--- src/rtl/ea_pkg.sv ---
package ea_pkg;
  parameter int AW = 32;
  parameter int EW = 16;
  localparam int EXT_STEP = EW / 8;
  localparam int DISP_W = 8;

  typedef enum logic [2:0] {
    ST_IDLE, ST_EXT0, ST_EXT1, ST_IDX, ST_CALC, ST_DONE
  } ea_state_t;

  function automatic logic [AW-1:0] sx_word(input logic [EW-1:0] w);
    return {{(AW-EW){w[EW-1]}}, w};
  endfunction

  function automatic logic [AW-1:0] sx_disp(input logic [DISP_W-1:0] d);
    return {{(AW-DISP_W){d[DISP_W-1]}}, d};
  endfunction

  function automatic logic [AW-1:0] size_bytes(input logic [1:0] sz);
    case (sz)
      2'd0:    return AW'(1);
      2'd1:    return AW'(2);
      default: return AW'(4);
    endcase
  endfunction

  function automatic logic uses_ext(input logic [2:0] m, input logic [2:0] r);
    return (m == 3'd5) || (m == 3'd6) || (m == 3'd7 && r <= 3'd3);
  endfunction

  function automatic logic uses_index(input logic [2:0] m, input logic [2:0] r);
    return (m == 3'd6) || (m == 3'd7 && r == 3'd3);
  endfunction
endpackage

--- src/rtl/ea_calc.sv ---
module ea_calc
  import ea_pkg::*;
(
  input  logic [2:0]    mode_q,
  input  logic [2:0]    reg_q,
  input  logic [1:0]    size_q,
  input  logic [AW-1:0] base,
  input  logic [AW-1:0] pc_first,
  input  logic [AW-1:0] pc_cur,
  input  logic [EW-1:0] ext0,
  input  logic [EW-1:0] ext1,
  input  logic [AW-1:0] index,
  output logic [AW-1:0] addr,
  output logic [AW-1:0] pc_next,
  output logic          wb_en,
  output logic [AW-1:0] wb_val
);
  logic [AW-1:0] nbytes;
  logic [AW-1:0] disp8;

  assign nbytes = size_bytes(size_q);
  assign disp8  = sx_disp(ext0[DISP_W-1:0]);

  always_comb begin
    addr    = '0;
    pc_next = pc_cur;
    wb_en   = 1'b0;
    wb_val  = '0;
    case (mode_q)
      3'd2: addr = base;
      3'd3: begin
        addr   = base;
        wb_en  = 1'b1;
        wb_val = base + nbytes;
      end
      3'd4: begin
        addr   = base - nbytes;
        wb_en  = 1'b1;
        wb_val = base - nbytes;
      end
      3'd5: addr = base + sx_word(ext0);
      3'd6: addr = base + index + disp8;
      3'd7: begin
        case (reg_q)
          3'd0: addr = sx_word(ext0);
          3'd1: addr = {ext0, ext1};
          3'd2: addr = pc_first + sx_word(ext0);
          3'd3: addr = pc_first + index + disp8;
          3'd4: begin
            addr    = pc_first + ((size_q == 2'd0) ? AW'(1) : AW'(0));
            pc_next = pc_first + (size_q[1] ? AW'(2*EXT_STEP) : AW'(EXT_STEP));
          end
          default: addr = '0;
        endcase
      end
      default: addr = '0;
    endcase
  end
endmodule

--- src/rtl/ea_ctrl.sv ---
module ea_ctrl
  import ea_pkg::*;
(
  input  logic          clk,
  input  logic          rst_n,
  input  logic          start,
  input  logic [2:0]    mode_i,
  input  logic [2:0]    reg_i,
  input  logic [1:0]    size_i,
  input  logic [AW-1:0] pc_i,
  input  logic          ext_ack,
  input  logic [EW-1:0] ext_data,
  input  logic [AW-1:0] rd_data,
  input  logic [AW-1:0] calc_addr,
  input  logic [AW-1:0] calc_pc,
  input  logic          calc_wb,
  output logic          busy,
  output logic          ext_req,
  output logic          wr_en,
  output logic          done,
  output logic [3:0]    rd_sel,
  output logic [2:0]    mode_q,
  output logic [2:0]    reg_q,
  output logic [1:0]    size_q,
  output logic [AW-1:0] pc_first,
  output logic [AW-1:0] pc_q,
  output logic [EW-1:0] ext0_q,
  output logic [EW-1:0] ext1_q,
  output logic [AW-1:0] idx_q,
  output logic [AW-1:0] addr_q,
  output logic          is_reg_q
);
  ea_state_t st;
  logic      accept;
  logic      fetch_fire;

  assign accept     = start && (st == ST_IDLE);
  assign fetch_fire = ext_req && ext_ack;

  always_ff @(posedge clk or negedge rst_n) begin
    if (!rst_n) begin
      st       <= ST_IDLE;
      mode_q   <= '0;
      reg_q    <= '0;
      size_q   <= '0;
      pc_first <= '0;
      pc_q     <= '0;
      ext0_q   <= '0;
      ext1_q   <= '0;
      idx_q    <= '0;
      addr_q   <= '0;
      is_reg_q <= 1'b0;
    end else begin
      case (st)
        ST_IDLE: if (accept) begin
          mode_q   <= mode_i;
          reg_q    <= reg_i;
          size_q   <= size_i;
          pc_first <= pc_i;
          pc_q     <= pc_i;
          st       <= uses_ext(mode_i, reg_i) ? ST_EXT0 : ST_CALC;
        end
        ST_EXT0: if (fetch_fire) begin
          ext0_q <= ext_data;
          pc_q   <= pc_q + AW'(EXT_STEP);
          if (mode_q == 3'd7 && reg_q == 3'd1) st <= ST_EXT1;
          else if (uses_index(mode_q, reg_q))  st <= ST_IDX;
          else                                 st <= ST_CALC;
        end
        ST_EXT1: if (fetch_fire) begin
          ext1_q <= ext_data;
          pc_q   <= pc_q + AW'(EXT_STEP);
          st     <= ST_CALC;
        end
        ST_IDX: begin
          idx_q <= ext0_q[11] ? rd_data : sx_word(rd_data[EW-1:0]);
          st    <= ST_CALC;
        end
        ST_CALC: begin
          addr_q   <= calc_addr;
          pc_q     <= calc_pc;
          is_reg_q <= (mode_q[2:1] == 2'b00);
          st       <= ST_DONE;
        end
        default: st <= ST_IDLE;
      endcase
    end
  end

  assign busy    = (st != ST_IDLE);
  assign ext_req = (st == ST_EXT0) || (st == ST_EXT1);
  assign done    = (st == ST_DONE);
  assign wr_en   = (st == ST_CALC) && calc_wb;
  assign rd_sel  = (st == ST_IDX) ? ext0_q[15:12] : {1'b1, reg_q};
endmodule

--- src/rtl/ea_unit.sv ---
module ea_unit
  import ea_pkg::*;
(
  input  logic          clk,
  input  logic          rst_n,
  input  logic          start,
  input  logic [2:0]    mode,
  input  logic [2:0]    reg_num,
  input  logic [1:0]    op_size,
  input  logic [AW-1:0] pc_in,
  output logic          busy,
  output logic [3:0]    rd_sel,
  input  logic [AW-1:0] rd_data,
  output logic          wr_en,
  output logic [2:0]    wr_sel,
  output logic [AW-1:0] wr_data,
  output logic          ext_req,
  output logic [AW-1:0] ext_addr,
  input  logic          ext_ack,
  input  logic [EW-1:0] ext_data,
  output logic          done,
  output logic          res_is_reg,
  output logic [3:0]    res_reg,
  output logic [AW-1:0] res_addr,
  output logic [AW-1:0] pc_out
);
  logic [2:0]    mode_q, reg_q;
  logic [1:0]    size_q;
  logic [AW-1:0] pc_first, pc_q, idx_q, addr_q;
  logic [EW-1:0] ext0_q, ext1_q;
  logic          is_reg_q;
  logic [AW-1:0] calc_addr, calc_pc, calc_wbv;
  logic          calc_wb;

  ea_ctrl u_ctrl (
    .clk(clk), .rst_n(rst_n), .start(start),
    .mode_i(mode), .reg_i(reg_num), .size_i(op_size), .pc_i(pc_in),
    .ext_ack(ext_ack), .ext_data(ext_data), .rd_data(rd_data),
    .calc_addr(calc_addr), .calc_pc(calc_pc), .calc_wb(calc_wb),
    .busy(busy), .ext_req(ext_req), .wr_en(wr_en), .done(done), .rd_sel(rd_sel),
    .mode_q(mode_q), .reg_q(reg_q), .size_q(size_q),
    .pc_first(pc_first), .pc_q(pc_q), .ext0_q(ext0_q), .ext1_q(ext1_q),
    .idx_q(idx_q), .addr_q(addr_q), .is_reg_q(is_reg_q)
  );

  ea_calc u_calc (
    .mode_q(mode_q), .reg_q(reg_q), .size_q(size_q), .base(rd_data),
    .pc_first(pc_first), .pc_cur(pc_q), .ext0(ext0_q), .ext1(ext1_q),
    .index(idx_q), .addr(calc_addr), .pc_next(calc_pc),
    .wb_en(calc_wb), .wb_val(calc_wbv)
  );

  assign wr_sel     = reg_q;
  assign wr_data    = calc_wbv;
  assign ext_addr   = pc_q;
  assign res_is_reg = is_reg_q;
  assign res_reg    = {mode_q[0], reg_q};
  assign res_addr   = addr_q;
  assign pc_out     = pc_q;
endmodule

--- config.mk ---
export PLATFORM = sky130hd
export DESIGN_NAME = ea_unit
export DESIGN_NICKNAME = d
export VERILOG_FILES = /design/src/rtl/ea_pkg.sv /design/src/rtl/ea_calc.sv /design/src/rtl/ea_ctrl.sv /design/src/rtl/ea_unit.sv
export SDC_FILE = /design/constraint.sdc
export NUM_CORES = 1
export LEC_CHECK = 0
export BUFFER_PORTS_ARGS = -buffer_cell sky130_fd_sc_hd__buf_4
export CAP_MARGIN = 20
export CELL_PAD_IN_SITES_DETAIL_PLACEMENT = 1
export CELL_PAD_IN_SITES_GLOBAL_PLACEMENT = 2
export CORE_ASPECT_RATIO = 1.2
export CORE_MARGIN = 2
export CORE_UTILIZATION = 39
export CTS_BUF_LIST = sky130_fd_sc_hd__clkbuf_4
export DETAILED_ROUTE_END_ITERATION = 10
export PLACE_DENSITY_LB_ADDON = 0.3
export SYNTH_ARGS = -nofsm -noshare
export SYNTH_HDL_FRONTEND = slang
export SYNTH_SLANG_ARGS = --single-unit
--- constraint.sdc ---
create_clock -name clk -period 11.6 [get_ports clk]
set_input_delay 0.58 -clock clk [delete_from_list [all_inputs] [get_ports clk]]
set_output_delay 0.58 -clock clk [all_outputs]
set_load 0.02 [all_outputs]
==> impl_metrics.py <==
metrics = {
    "drt": {
        "drc": 0,
        "routed_wl_mm": 81.37,
        "num_vias": 19943,
        "ant_nets": 0,
        "vias_per_cell": 6.242,
        "first_pass_iters": 7,
        "wl_per_cell_um": 25.47,
        "drtIter0Drc": 1203,
    },
    "clocking": {
        "clock_latency_ns": 0.70,
        "cts_tree": "built",
        "post-cts-setup-buffers": 0,
        "cts-root-buf": "clkbuf_4",
        "cts_hold_buffers": 0,
        "cts_inserted_buffers": 17,
        "ctsLongestPathBuffers": 2,
        "cts_resized": 0,
        "cts.sinks": 172,
        "cts.clk_slew.worst_paths_ns": 0.17,
        "htreeDepth": 4,
    },
    "yosys": {
        "yosys_warnings": 0,
        "synth_async_sr_flop_share_pct": 100.0,
        "ys_types": 88,
        "yosysMostFrequentCell": "a21oi_1",
        "ys_top_cells_by_area": "dfrtp_1 (22%), ha_1 (7.3%), fa_1 (7.0%)",
        "synth_edf_count": 0,
        "syn_inst": 2430,
        "postSynthAreaPerCell_sq_um": 8.084,
        "synth_seq_cells": 172,
        "syn-cell-area_sq_mm": 0.01965,
        "syn_nets": 2706,
        "yosysSeqAreaShare_pct": 21.91,
        "synthTopCellsByCount": "a21oi_1 (218), nand2_1 (211), nor2_1 (210), o21ai_0 (180), dfrtp_1 (172)",
        "synth_top_cell_area_share_pct": 21.91,
        "yosys.area.top_type": "dfrtp_1",
        "ys_dominant_reg_cell": "dfrtp_1",
    },
    "floorplan": {
        "start_util_pct": 39.29,
        "die_x_um": 208.9,
        "dieHeight_um": 249.9,
        "die_area_sq_mm": 0.05219,
        "core_area_sq_mm": 0.05000,
        "ios": 236,
        "rows": 90,
    },
    "global_routing": {
        "grt_max_degree": 104,
        "grt_pass1_wl_mm": 125.1,
        "grtUsageTotal_pct": 30.96,
        "grt_pass1_vias": 20623,
        "antenna_found_initial": 2,
        "grt-ovfl-total": 0,
    },
    "cells_and_area": {
        "layout.cells.non_filler": 3195,
        "nets": 2812,
        "drive_above_1_share_pct": 16.32,
        "area.growth.synth_to_final_pct": 11.83,
        "fin_area_sq_mm": 0.02197,
        "fillers": 6091,
    },
    "run_status": {
        "violations": "negative hold slack",
        "run_status": "finished, violations left",
    },
    "timing": {
        "finalSetupViolations": 0,
        "final-max-slew-violation-count": 0,
        "worst_pin_slew_ns": 1.093,
        "post-route-period-util_pct": 46.30,
        "fmaxAchievable_ghz": 0.1862,
        "slew_headroom_pct": 27.12,
        "skew_ns": 0.04224,
        "finalSetupTns_ns": 0,
        "grt_setup_unrepaired": "no",
        "hold_ws_ns": -0.04384,
        "hold_viol_final": 13,
        "period_needed_ns": 5.371,
    },
    "place": {
        "hpwlAfterDp_mm": 63.54,
        "gp_congestion": 0.9569,
        "placed_area_sq_mm": 0.02165,
        "port-buffer-count": 235,
        "dpl.cell_count": 3161,
    },
    "worst_setup_path": {
        "cp_max_fo": 5,
        "critPathKind": "flop to primary output",
        "worstPathArrival_ns": 4.79,
        "cp-end-kind": "primary output",
        "crit_chain": "nor2_1, ha_1, fa_1, nor2b_1, o211ai_1, nor4_1, nand3_1, nor3_1, nand3_1, nor2_1, xnor2_1, o21ai_1, buf_4",
        "crit_slowest_cell": "nor4_1",
        "critPathMaxStageDelay_ns": 0.72,
        "start_kind": "flop",
        "worst_ep_required_time_ns": 11.02,
    },
    "min_path": {
        "hp-class": "input port to async pin",
    },
    "job": {
        "drv_cap": 0,
    },
}
## stage by stage
step / setup slack, ns / util [%]
after detailed placement: 6.702 / 43.31
final: 6.229 / 43.94
after floorplan: 6.983 / -
after global placement: 6.821 / 43.31
after CTS: 6.181 / 43.93
after global routing: 5.944 / 43.94
## cell usage in the layout (no fill, tap or decap), drive strengths merged, types with 22 or more instances in the layout
master,synthesis,layout
buf,60,268
a21oi,218,218
nand2,211,211
nor2,210,210
o21ai,193,193
dfrtp,172,172
ha,115,115
xnor2,97,97
mux2,87,87
nor3,70,70
fa,69,69
nand3,68,68
inv,52,60
xor2,55,55
and3,39,39
a31oi,34,34
a21o,34,34
a211oi,34,34
a221oi,33,33
mux2i,33,33
o22ai,31,31
nand4,29,29
and2,26,26
o211ai,24,24
a22oi,22,22
## cell type report
cell class | count | area [sq um] | area share (%)
Inverter | 53 | 198.9 | 0.9056
Timing Repair Buffer | 269 | 2026 | 9.221
Clock inverter | 14 | 173.9 | 0.7917
Clock buffer | 18 | 135.1 | 0.6151
Multi-Input combinational cell | 2023 | 14320 | 65.18
Antenna cell | 2 | 5.005 | 0.02278
Sequential cell | 172 | 4305 | 19.60
Tap cell | 644 | 805.8 | 3.668
## final timing paths
path / startpoint / to / slack [ns] / depth (start not counted)
max in group asynchronous: rst_n / u_ctrl.ext0_q[7]$_DFFE_PN0P_ / 10.07 / 2
min in group clk: ext_ack / u_ctrl.st[1]$_DFFE_PN0P_ / 0.10 / 2
min reg2reg: u_ctrl.addr_q[3]$_DFFE_PN0P_ / u_ctrl.addr_q[3]$_DFFE_PN0P_ / 0.51 / 2
min: rst_n / u_ctrl.pc_first[0]$_DFFE_PN0P_ / -0.04 / 1
max reg2reg: u_ctrl.reg_q[1]$_DFFE_PN0P_ / u_ctrl.addr_q[26]$_DFFE_PN0P_ / 6.66 / 16
max: u_ctrl.size_q[1]$_DFFE_PN0P_ / wr_data[30] / 6.23 / 13
## worst max-delay path, delay by kind of cell, from the launching register on
| kind | cells | cell delay [ns] |
|---|---|---|
| simple gates | 7 | 2.40 |
| fa+ha+maj | 2 | 0.60 |
| flops | 1 | 0.53 |
| compound gates | 2 | 0.26 |
| buf+inv | 1 | 0.17 |
| xor+xnor | 1 | 0.15 |
## layer usage
metal,wire length [um],GRT usage (%),vias up
met5,0,0,-
met4,3062,11.73,0
met3,3687,2.819,130
met2,39200,52.95,586
met1,35420,40.45,10041
li1,-,-,9186
## logic make-up (layout without fill, tap and decap cells)
family                   after synthesis  count (layout)  share of synthesized area (%)
AO/OA/AOI/OAI                        784             784                          25.65
AND/OR/NAND/NOR                      783             783                          19.29
buffers and inverters                235             354                          5.350
adder cells (fa/ha/maj)              184             184                          14.36
flip-flops                           172             172                          21.91
XOR/XNOR                             152             152                          6.777
multiplexers                         120             120                          6.668
other                                  0               2                              0
## state kept, by name, summed over array words and instances (netlist names), 2 cells and up
signal,count
u_ctrl.ext1_q,16
u_ctrl.mode_q,3
u_ctrl.st,3
u_ctrl.addr_q,32
u_ctrl.ext0_q,16
u_ctrl.pc_first,32
u_ctrl.pc_q,32
u_ctrl.reg_q,3
u_ctrl.idx_q,32
u_ctrl.size_q,2
Power is left out: the tool's default activity adds up to more than one toggle a clock period on the data nets, which glitch-free logic cannot reach.
